## config.mk

```make
export PLATFORM = sky130hd
export DESIGN_NAME = disk_taskfile
export DESIGN_NICKNAME = d
export VERILOG_FILES = /design/src/rtl/tf_pkg.sv /design/src/rtl/tf_param_regs.sv /design/src/rtl/tf_exec.sv /design/src/rtl/disk_taskfile.sv
export SDC_FILE = /design/constraint.sdc
export NUM_CORES = 1
export LEC_CHECK = 0
export ABC_AREA = 0
export BUFFER_PORTS_ARGS = -buffer_cell sky130_fd_sc_hd__buf_2
export CORE_MARGIN = 5
export CORE_UTILIZATION = 52
export DETAILED_ROUTE_END_ITERATION = 10
export GPL_ROUTABILITY_DRIVEN = 0
export GPL_TIMING_DRIVEN = 0
export PLACE_DENSITY_LB_ADDON = 0.1
export SLEW_MARGIN = 20
export SYNTH_ARGS = -nofsm -noshare
export SYNTH_HDL_FRONTEND = slang
export SYNTH_HIERARCHICAL = 1
export SYNTH_SLANG_ARGS = --single-unit
export TNS_END_PERCENT = 50
```

## constraint.sdc

```tcl
create_clock -name clk -period 1.5 [get_ports clk]
set_input_delay 0.225 -clock clk [delete_from_list [all_inputs] [get_ports clk]]
set_output_delay 0.225 -clock clk [all_outputs]
set_load 0.05 [all_outputs]
```

## src/rtl/tf_pkg.sv

```systemverilog
package tf_pkg;

    localparam int ADDR_W = 3;
    localparam int DATA_W = 8;

    localparam logic [ADDR_W-1:0] A_COUNT = 3'd0;
    localparam logic [ADDR_W-1:0] A_LBA0  = 3'd1;
    localparam logic [ADDR_W-1:0] A_LBA1  = 3'd2;
    localparam logic [ADDR_W-1:0] A_LBA2  = 3'd3;
    localparam logic [ADDR_W-1:0] A_DEV   = 3'd4;
    localparam logic [ADDR_W-1:0] A_CMD   = 3'd5;

    // status bit positions are fixed by the host software contract
    localparam int ST_BUSY = 7;
    localparam int ST_RDY  = 6;
    localparam int ST_DRQ  = 3;
    localparam int ST_ERR  = 0;

    localparam logic [3:0] DEV_MODE_NIB = 4'b1110;

    typedef struct packed {
        logic [DATA_W-1:0] count;
        logic [DATA_W-1:0] lba0;
        logic [DATA_W-1:0] lba1;
        logic [DATA_W-1:0] lba2;
        logic [3:0]        lba_top;
    } tf_params_t;

    function automatic logic op_known(input logic [DATA_W-1:0] op);
        return (op == 8'h20) || (op == 8'h30) || (op == 8'h40) || (op == 8'hE7);
    endfunction

endpackage

```

## src/rtl/tf_param_regs.sv

```systemverilog
module tf_param_regs
    import tf_pkg::*;
(
    input  logic              clk,
    input  logic              rst_n,
    input  logic              wr_ok,
    input  logic [ADDR_W-1:0] addr,
    input  logic [DATA_W-1:0] wdata,
    output tf_params_t        prm
);

    tf_params_t prm_d, prm_q;

    always_comb begin
        prm_d = prm_q;
        if (wr_ok) begin
            case (addr)
                A_COUNT: prm_d.count   = wdata;
                A_LBA0:  prm_d.lba0    = wdata;
                A_LBA1:  prm_d.lba1    = wdata;
                A_LBA2:  prm_d.lba2    = wdata;
                A_DEV:   prm_d.lba_top = wdata[3:0];
                default: ;
            endcase
        end
    end

    always_ff @(posedge clk) begin
        if (!rst_n) prm_q <= '0;
        else        prm_q <= prm_d;
    end

    assign prm = prm_q;

endmodule

```

## src/rtl/tf_exec.sv

```systemverilog
module tf_exec
    import tf_pkg::*;
#(
    parameter int EXEC_CYCLES = 6
)(
    input  logic              clk,
    input  logic              rst_n,
    input  logic              go,
    input  logic [DATA_W-1:0] op,
    input  logic              status_rd,
    output logic              busy,
    output logic              drdy,
    output logic              err,
    output logic              irq
);

    localparam int CNT_W = $clog2(EXEC_CYCLES + 1);

    typedef struct packed {
        logic             busy;
        logic             drdy;
        logic             err;
        logic             irq;
        logic [CNT_W-1:0] cnt;
    } exec_t;

    exec_t st_d, st_q;

    always_comb begin
        st_d = st_q;
        if (status_rd) st_d.irq = 1'b0;
        if (st_q.busy) begin
            if (st_q.cnt == '0) begin
                st_d.busy = 1'b0;
                st_d.drdy = 1'b1;
                st_d.irq  = 1'b1;
            end else begin
                st_d.cnt = st_q.cnt - 1'b1;
            end
        end else if (go) begin
            if (op_known(op)) begin
                st_d.busy = 1'b1;
                st_d.drdy = 1'b0;
                st_d.err  = 1'b0;
                st_d.irq  = 1'b0;
                st_d.cnt  = CNT_W'(EXEC_CYCLES - 1);
            end else begin
                st_d.drdy = 1'b1;
                st_d.err  = 1'b1;
                st_d.irq  = 1'b1;
            end
        end
    end

    always_ff @(posedge clk) begin
        if (!rst_n) begin
            st_q      <= '0;
            st_q.drdy <= 1'b1;
        end else begin
            st_q <= st_d;
        end
    end

    assign busy = st_q.busy;
    assign drdy = st_q.drdy;
    assign err  = st_q.err;
    assign irq  = st_q.irq;

endmodule

```

## src/rtl/disk_taskfile.sv

```systemverilog
module disk_taskfile
    import tf_pkg::*;
#(
    parameter int EXEC_CYCLES = 6
)(
    input  logic              clk,
    input  logic              rst_n,
    input  logic              host_wr,
    input  logic              host_rd,
    input  logic [ADDR_W-1:0] host_addr,
    input  logic [DATA_W-1:0] host_wdata,
    output logic [DATA_W-1:0] host_rdata,
    output logic              irq
);

    logic       busy, drdy, err;
    logic       wr_ok, go, status_rd;
    tf_params_t prm;
    logic [DATA_W-1:0] status;

    assign wr_ok     = host_wr && !busy;
    assign go        = wr_ok && (host_addr == A_CMD);
    assign status_rd = host_rd && (host_addr == A_CMD);

    tf_param_regs u_regs (
        .clk   (clk),
        .rst_n (rst_n),
        .wr_ok (wr_ok),
        .addr  (host_addr),
        .wdata (host_wdata),
        .prm   (prm)
    );

    tf_exec #(.EXEC_CYCLES(EXEC_CYCLES)) u_exec (
        .clk       (clk),
        .rst_n     (rst_n),
        .go        (go),
        .op        (host_wdata),
        .status_rd (status_rd),
        .busy      (busy),
        .drdy      (drdy),
        .err       (err),
        .irq       (irq)
    );

    always_comb begin
        status          = '0;
        status[ST_BUSY] = busy;
        status[ST_RDY]  = drdy;
        status[ST_DRQ]  = 1'b0;
        status[ST_ERR]  = err;
    end

    always_comb begin
        case (host_addr)
            A_COUNT: host_rdata = prm.count;
            A_LBA0:  host_rdata = prm.lba0;
            A_LBA1:  host_rdata = prm.lba1;
            A_LBA2:  host_rdata = prm.lba2;
            A_DEV:   host_rdata = {DEV_MODE_NIB, prm.lba_top};
            A_CMD:   host_rdata = status;
            default: host_rdata = '0;
        endcase
    end

endmodule

```

==> metrics.md, run 1 <==
| Metric | Value |
|---|---|
| Status | finished, violations left |
| Violated checks | negative setup slack |
| Reg clk slew, reported paths | 80 ps |
| Hold Crit Class | in2reg |
| Core area | 4000 sq um |
| Number of max-cap violations | 0 |
| Power Dens Cells | 907 nW/um^2 |
| Syn_area_per_cell | 9.35 sq um |
| WL per Instance | 16.3 um |
| Gr usage total | 20.2% |
| Clk Latency, worst-skew pair | 290 ps |
| Synth warnings | 6 |
| Diode count | 0 |
| Commonest non-fill, non-tap cell in the layout | nand2_1 |
| Die width | 74.3 um |
| Critical path class | reg2out |
| Area grow syn2layout | 24.1% |
| RSZ-0062 raised after global routing | yes |
| CP endpoint kind | output port |
| Final ANT Viol Nets | 0 |
| I/O pins | 24 |
| Final cell area excluding filler cells | 2670 sq um |
| Worst Clk Skew | 3.14 ps |
| Area after DPL | 2350 sq um |
| Vias in the first global route | 1657 |
| Synth async-reset ratio | 0% |
| DPL Wire Length | 3.49 mm |
| Largest net degree at the start of global routing | 13 |
| Num CTS Buffers | 5 |
| Synth cell types | 44 |
| Cell area after synthesis | 2150 sq um |
| R2R cell count | 5 |
| Root Driver | clkbuf_8 |
| Leakage power figure | 1.13 nW |
| Vias | 1735 |
| Total gr overflow | 0 |
| Std-Cell Rows | 23 |
| Layout cells sized above 1 | 30.2% |
| Tmin final | 1600 ps |
| Maximum operating frequency | 625 MHz |
| Dpl ws | -294 ps |
| CP max FO | 2 |
| Fillers | 325 |
| Relative slew slack | 61.4% |
| Commonest non-fill, non-tap cells in the layout | nand2_1, mux2i_1, dfxtp_1, buf_2, dfxtp_2 |
| Residual DRC count | 0 |
| First-pass GRT wire length | 8.32 mm |
| Initial core utilization | 53.8% |
| CP startpoint kind | flop |
| Routed vias/inst | 5.51 |
| Synth top area cells | dfxtp_1, mux2i_1, nand2_1 |
| Syn Inst Count | 230 |
| Die Ht | 74.3 um |
| Setup violators final | 2 |
| Peak VDD IR | 0.637 mV |
| Initial DRT Pass Iterations | 4 |
| WP data arrival | 1370 ps |
| Final worst-path cycle share | 107% |
| CTS tree | built |
| Num Clock Sinks | 43 |
| Die area | 5520 sq um |
| Req. time, crit path | 1270 ps |
| Layout Nets | 282 |
| IO Port Bufs | 23 |
| Worst setup margin | -99.9 ps |
| Post-synth EDFFs | 0 |
| Initial antenna violation count | 0 |
| Total wire length | 5.13 mm |
| Net Count, Synth | 247 |
| Final max-slew violation count | 0 |
| Hold path depth | 2 |
| Post-synth top flop | dfxtp_1 |
| Final design utilization | 66.8% |
| Maximum level of the CTS H-tree | 2 |
| #FFs+latches synth | 43 |
| CTS Hold Bufs | 0 |
| Starting DRT DRC Count | 86 |
| Total power | 0.00242 W |
| Hold violation count in the final report | 0 |
| Register area share after synthesis | 40.0% |
| Worst-margin pin slew | 580 ps |
| Post-synth top area share | 40.0% |
| Clk buf depth | 2 |
| Yosys top cell by area | dfxtp_1 |
[stage by stage]
stage                     cells  hold WS (ps)  TNS (ps)
final                       315           197      -193
after global routing        315           199      -359
after CTS                   310           197      -204
after detailed placement    303           447     -4590
after global placement      303           442     -4190
after floorplan             230           343     -76.8
[cells by family (layout without fill, tap and decap cells)]
family	count (synthesis)	after routing	synth area share, %
AOI/OAI and AO/OA	30	30	10.4
adders and majority gates	2	2	1.16
buffers and inverters	22	57	5.29
DFF	43	43	40.0
muxes	49	49	23.7
and+or+nand+nor	84	84	19.4
[routing by layer]
layer  up-vias  track usage (%)  part of all wire [%]
li1        872                -                     -
met5         -                0                     0
met1       807             27.9                    47
met3         9             5.14                   5.8
met4         0             6.13                   1.4
met2        47             31.3                    46
[layout make-up]
cell class / instances / area, sq um / share of cell area, %
Tap cell: 50 / 62.6 / 2.34
Clock inverter: 1 / 30.0 / 1.12
Sequential cell: 43 / 876 / 32.8
Inverter: 6 / 22.5 / 0.843
Timing Repair Buffer: 28 / 211 / 7.92
Buffer: 16 / 130 / 4.87
Multi-Input combinational cell: 165 / 1260 / 47.4
Clock buffer: 6 / 72.6 / 2.72
[registers in the layout, indices dropped and copies added (netlist names)]
signal and cells:
u_regs/prm 36, u_exec/st_q 3, u_exec/busy 1, u_exec/drdy 1
u_exec/err 1, u_exec/irq 1
[worst paths after layout]
path | from | end | slack, ps
max | u_regs/prm[28] | host_rdata[0] | -100
max reg2reg | u_exec/st_q[0] | u_exec/st_q[1] | 80
min | rst_n | u_exec/busy | 200
min reg2reg | u_regs/prm[17] | u_regs/prm[17] | 460
[power by group]
part | switching (W) | internal (W)
registers | 0.0000148 | 0.00117
clock network | 0.000378 | 0.000488
logic | 0.000218 | 0.000155
total | 0.000610 | 0.00181
[worst max-delay path, cell delays in order, from the launching register on]
cell,delay [ps]
dfxtp_2,320
mux2_4,270
a221oi_2,280
a31oi_2,60
buf_6,160
[synth_stat cells (all sizes together), types with 3 or more instances]
| library cell | n |
|---|---|
| buf | 11 |
| nor3 | 3 |
| clkbuf | 5 |
| o2bb2ai | 3 |
| dfxtp | 43 |
| o21a | 3 |
| nor2 | 5 |
| nand3 | 4 |
| o21ai | 3 |
| nor2b | 3 |
| inv | 6 |
| nand2 | 50 |
| mux2i | 45 |
| a21oi | 6 |
| nand2b | 5 |
| mux2 | 3 |
| and3 | 3 |
[repair_timing]
item	CTS	global route
setup endpoints to repair	39	32
setup buffers	0	5
pin swaps	2	4
resized for setup	23	35
Note: power is estimated with default switching activity, not from simulation.
==> inputs of run 2 (changes only) <==
SKIP_LAST_GASP = 1   (was default)
==> metrics.md, run 2 (synthesis gave the netlist of run 1 again) <==
| Metric | Value |
|---|---|
| WP data arrival | 1370 ps (about the same) |
| Worst path cell trace | mux2_4 -> a221oi_2 -> a31oi_2 -> buf_6 |
| Initial DRT Pass Iterations | 4 (unchanged) |
| Die area | 5520 sq um (unchanged) |
| Diode count | 0 (unchanged) |
| Residual DRC count | 0 (unchanged) |
| Die width | 74.3 um (unchanged) |
| Commonest non-fill, non-tap cells in the layout | nand2_1, mux2i_1, dfxtp_1, buf_2, buf_6 |
| CP peak stage delay | 310 ps (about the same) |
| Relative slew slack | 61.1% (-0.28 points) |
| Number of max-cap violations | 0 (unchanged) |
| Setup violators final | 4 (+2) |
| Clk Latency, worst-skew pair | 290 ps (about the same) |
| Status | finished, violations left |
| WL per Instance | 16.5 um (+1.2%) |
| Violated checks | negative setup slack |
| Worst Clk Skew | 4.26 ps (+1.11 ps) |
| Layout Nets | 282 (unchanged) |
| CTS tree | built |
| Std-Cell Rows | 23 (unchanged) |
| Layout cells sized above 1 | 28.7% (-1.5 points) |
| Maximum operating frequency | 626 MHz (+0.16%) |
| Final ANT Viol Nets | 0 (unchanged) |
| Area grow syn2layout | 23.1% |
| Final cell area excluding filler cells | 2650 sq um (-0.84%) |
| Routed vias/inst | 5.50 (-0.23%) |
| Num Clock Sinks | 43 (unchanged) |
| CP endpoint kind | output port |
| Total gr overflow | 0 (unchanged) |
| Die Ht | 74.3 um (unchanged) |
| Root Driver | clkbuf_8 |
| Vias in the first global route | 1657 (unchanged) |
| Largest net degree at the start of global routing | 13 (unchanged) |
| Worst setup margin | -97.5 ps (+2.49 ps) |
| RSZ-0062 raised after global routing | yes |
| Total power | 0.00242 W (about the same) |
| Hold Crit Class | in2reg |
| CTS Hold Bufs | 0 (unchanged) |
| Fillers | 332 (+2.2%) |
| Setup TNS | -213 ps (-20.4 ps) |
| Gr usage total | 20.2% (unchanged) |
| I/O pins | 24 (unchanged) |
| IO Port Bufs | 23 (unchanged) |
| CP startpoint kind | flop |
| Req. time, crit path | 1270 ps (about the same) |
| Core area | 4000 sq um (unchanged) |
| Tmin final | 1600 ps (-2.49 ps) |
| DPL Wire Length | 3.49 mm (unchanged) |
| Max reg flops | 36 (unchanged) |
| Commonest non-fill, non-tap cell in the layout | nand2_1 |
| Clk buf depth | 2 (unchanged) |
| Final worst-path cycle share | 106% (-0.17 points) |
| Critical path class | reg2out |
| Total wire length | 5.20 mm (+1.2%) |
| Reg clk slew, reported paths | 80 ps (about the same) |
| Vias | 1731 (-0.23%) |
| CP max FO | 2 (unchanged) |
| Setup slack, reg-to-reg | 30 ps (-50 ps) |
| Worst-margin pin slew | 584 ps (+4.18 ps) |
| Starting DRT DRC Count | 94 (+9.3%) |
| Hold violation count in the final report | 0 (unchanged) |
| CP max-delay cell | dfxtp_1 |
| Maximum level of the CTS H-tree | 2 (unchanged) |
| Initial antenna violation count | 0 (unchanged) |
| First-pass GRT wire length | 8.32 mm (unchanged) |
| Initial core utilization | 53.8% (unchanged) |
| Final max-slew violation count | 0 (unchanged) |
| Area after DPL | 2350 sq um (unchanged) |
| Peak VDD IR | 0.642 mV (+0.76%) |
| Power Dens Cells | 914 nW/um^2 (+0.83%) |
| Leakage power figure | 1.12 nW (-0.41%) |
| Num CTS Buffers | 5 (unchanged) |
run 2: cell types whose count changed in the layout (fill, tap and decap cells not counted):
cell	previous run	this run
nor3_2	1	0
o21ai_0	2	1
buf_4	8	7
dfxtp_1	33	36
o21ai_1	1	2
a21boi_2	0	1
a21boi_4	1	0
buf_6	8	9
dfxtp_2	9	6
nor3_1	1	2
buf_2	17	18
buf_8	4	3
run 2: area by class of cell:
class	instances	area, sq um	area share (%)
plain buffers	16	129	4.87
clock buffers	6	72.6	2.74
clock inverters	1	30.0	1.13
inverters	6	22.5	0.851
multi-input cells	165	1250	47.3
flip-flops and latches	43	872	32.9
well taps	50	62.6	2.36
repair buffers	28	206	7.80
run 2: metal layers:
metal | GRT usage [%] | part of all wire, % | vias to the layer above
met5 | 0 | 0 | -
met4 | 6.13 | 1.1 | 0
met3 | 5.14 | 6.4 | 7
met2 | 31.3 | 45 | 41
met1 | 27.9 | 47 | 810
li1 | - | - | 873
run 2: timing repair:
item,CTS,global route
setup buffers,0,5
endpoints found under the setup margin,39,32
gates resized for setup,20,33
pin swaps,2,4
run 2: critical path, delay by kind of cell (launching register included):
kind | cells | cell delay (ps)
flip-flops | 1 | 310
AO/OA/AOI/OAI | 2 | 340
buffers and inverters | 1 | 160
multiplexers | 1 | 270
run 2: through the flow:
stage          setup WS, ps  cells  utilization, %  hold WS, ps
2_1_floorplan         -74.5    230               -          343
3_3_place_gp           -258    303            58.7          442
3_5_place_dp           -294    303            58.7          447
4_1_cts                -104    310            62.7          197
5_1_grt                -143    315            66.2          199
6_report              -97.5    315            66.2          199
run 2: path summary, 6_finish.rpt:
check                      start              to  cells past startpoint
setup reg to reg  u_exec/st_q[0]  u_exec/st_q[1]                      5
hold / removal             rst_n     u_exec/busy                      2
setup / recovery  u_regs/prm[28]   host_rdata[0]                      4
hold reg to reg   u_regs/prm[17]  u_regs/prm[17]                      2
run 2: power by group:
part | switching (W) | internal (W) | leakage (nW) | total, W
clock network | 0.000382 | 0.000488 | 0.0513 | 0.000871
logic | 0.000216 | 0.000152 | 0.721 | 0.000368
registers | 0.0000146 | 0.00117 | 0.352 | 0.00118
total | 0.000613 | 0.00181 | 1.12 | 0.00242
==> inputs of run 3 (changes only) <==
RECOVER_POWER = 100   (was default)
SLEW_MARGIN = default   (was 20)
==> metrics.md, run 3 (synthesis gave the netlist of run 1 again) <==
| Metric | Value |
|---|---|
| Status | finished, violations left |
| Violated checks | negative setup slack |
| WL per Instance | 16.4 um (-0.56%) |
| Num CTS Buffers | 5 (unchanged) |
| Initial DRT Pass Iterations | 4 (unchanged) |
| Area grow syn2layout | 22.9% |
| Clk buf depth | 2 (unchanged) |
| Maximum operating frequency | 625 MHz (about the same) |
| Hold violation count in the final report | 0 (unchanged) |
| Max reg flops | 36 (unchanged) |
| Peak VDD IR | 0.647 mV (+0.74%) |
| CP endpoint kind | output port |
| IO Port Bufs | 23 (unchanged) |
| Reg clk slew, reported paths | 80 ps (about the same) |
| Maximum level of the CTS H-tree | 2 (unchanged) |
| Starting DRT DRC Count | 84 (-11%) |
| R2R cell count | 6 (+1) |
| WP data arrival | 1370 ps (about the same) |
| Worst setup margin | -99.0 ps (-1.52 ps) |
| Die area | 5520 sq um (unchanged) |
| Tmin final | 1600 ps (+1.52 ps) |
| Commonest non-fill, non-tap cell in the layout | nand2_1 |
| CP startpoint kind | flop |
| Routed vias/inst | 5.49 (-0.12%) |
| Final ANT Viol Nets | 0 (unchanged) |
| Gr usage total | 20.2% (unchanged) |
| Num Clock Sinks | 43 (unchanged) |
| Worst Clk Skew | 4.09 ps (-0.168 ps) |
| Number of max-cap violations | 0 (unchanged) |
| Total power | 0.00242 W (about the same) |
| Root Driver | clkbuf_8 |
| CTS Hold Bufs | 0 (unchanged) |
| DPL Wire Length | 3.49 mm (unchanged) |
| Die Ht | 74.3 um (unchanged) |
| Final max-slew violation count | 0 (unchanged) |
| Vias | 1729 (-0.12%) |
| Req. time, crit path | 1270 ps (about the same) |
| Final design utilization | 66.1% (-0.13 points) |
| Vias in the first global route | 1657 (unchanged) |
| Total wire length | 5.17 mm (-0.56%) |
| Residual DRC count | 0 (unchanged) |
| Power Dens Cells | 917 nW/um^2 (+0.29%) |
| Std-Cell Rows | 23 (unchanged) |
| Initial core utilization | 53.8% (unchanged) |
| Largest net degree at the start of global routing | 13 (unchanged) |
| Setup violators final | 5 (+1) |
| Initial antenna violation count | 0 (unchanged) |
| Layout Nets | 282 (unchanged) |
| Diode count | 0 (unchanged) |
| WHS | 208 ps (+9.49 ps) |
| Hold path depth | 2 (unchanged) |
| Hold Crit Class | in2reg |
| Commonest non-fill, non-tap cells in the layout | nand2_1, mux2i_1, dfxtp_1, buf_2, buf_6 |
| CP max FO | 2 (unchanged) |
| RSZ-0062 raised after global routing | yes |
| First-pass GRT wire length | 8.32 mm (unchanged) |
| Critical path class | reg2out |
| Layout cells sized above 1 | 27.9% (-0.75 points) |
| Leakage power figure | 1.12 nW (-0.34%) |
| Relative slew slack | 60.5% (-0.55 points) |
| CTS tree | built |
| Clk Latency, worst-skew pair | 290 ps (about the same) |
| Final worst-path cycle share | 107% (about the same) |
| Core area | 4000 sq um (unchanged) |
| Worst-margin pin slew | 595 ps (+10.8 ps) |
| Die width | 74.3 um (unchanged) |
| I/O pins | 24 (unchanged) |
| Total gr overflow | 0 (unchanged) |
[run 3: through the flow]
stage | setup TNS [ps] | instance area (sq um) | worst slack [ps] | instances
after CTS | -274 | 2510 | -104 | 310
final | -229 | 2640 | -99.0 | 315
after detailed placement | -4590 | 2350 | -294 | 303
after floorplan | -76.8 | 2170 | -74.5 | 230
after global routing | -1440 | 2640 | -143 | 315
after global placement | -4190 | 2350 | -258 | 303
[run 3: critical path, stage by stage, from the launching register on]
cell and delay (ps):
dfxtp_1 320, mux2_4 270, a221oi_2 280, a31oi_2 60, buf_6 160
[run 3: path summary, 6_finish.rpt]
kind	startpoint	endpoint	slack, ps
worst max-delay path	u_regs/prm[28]	host_rdata[0]	-100
worst min-delay path	rst_n	u_exec/busy	210
worst max register to register	u_exec/busy	u_exec/st_q[1]	-10
worst min register to register	u_regs/prm[17]	u_regs/prm[17]	460
[run 3: repair_timing]
action,CTS,global route
setup buffers,0,5
hold endpoints to repair,0,0
pin swaps,2,4
gates resized for setup,20,33
setup endpoints to repair,39,32
[run 3: power by group]
part / total, W / internal [W] / switching [W] / leakage (nW)
clock network: 0.000871 / 0.000488 / 0.000383 / 0.0513
registers: 0.00118 / 0.00117 / 0.0000147 / 0.351
logic: 0.000368 / 0.000152 / 0.000216 / 0.718
total: 0.00242 / 0.00181 / 0.000614 / 1.12
[run 3: metal layers]
layer / part of all wire [%] / GRT usage, % / wire, um / vias to the layer above
li1: - / - / - / 874
met1: 47 / 27.9 / 2450 / 815
met2: 46 / 31.3 / 2380 / 33
met3: 5.5 / 5.14 / 282 / 7
met4: 1.1 / 6.13 / 56 / 0
met5: 0 / 0 / 0 / -
[run 3: layout make-up]
class                           count  area (sq um)
Timing Repair Buffer               28           205
Tap cell                           50          62.6
Clock inverter                      1          30.0
Sequential cell                    43           868
Clock buffer                        6          72.6
Buffer                             16           129
Multi-Input combinational cell    165          1250
Inverter                            6          22.5
Fill cell                         335          1360
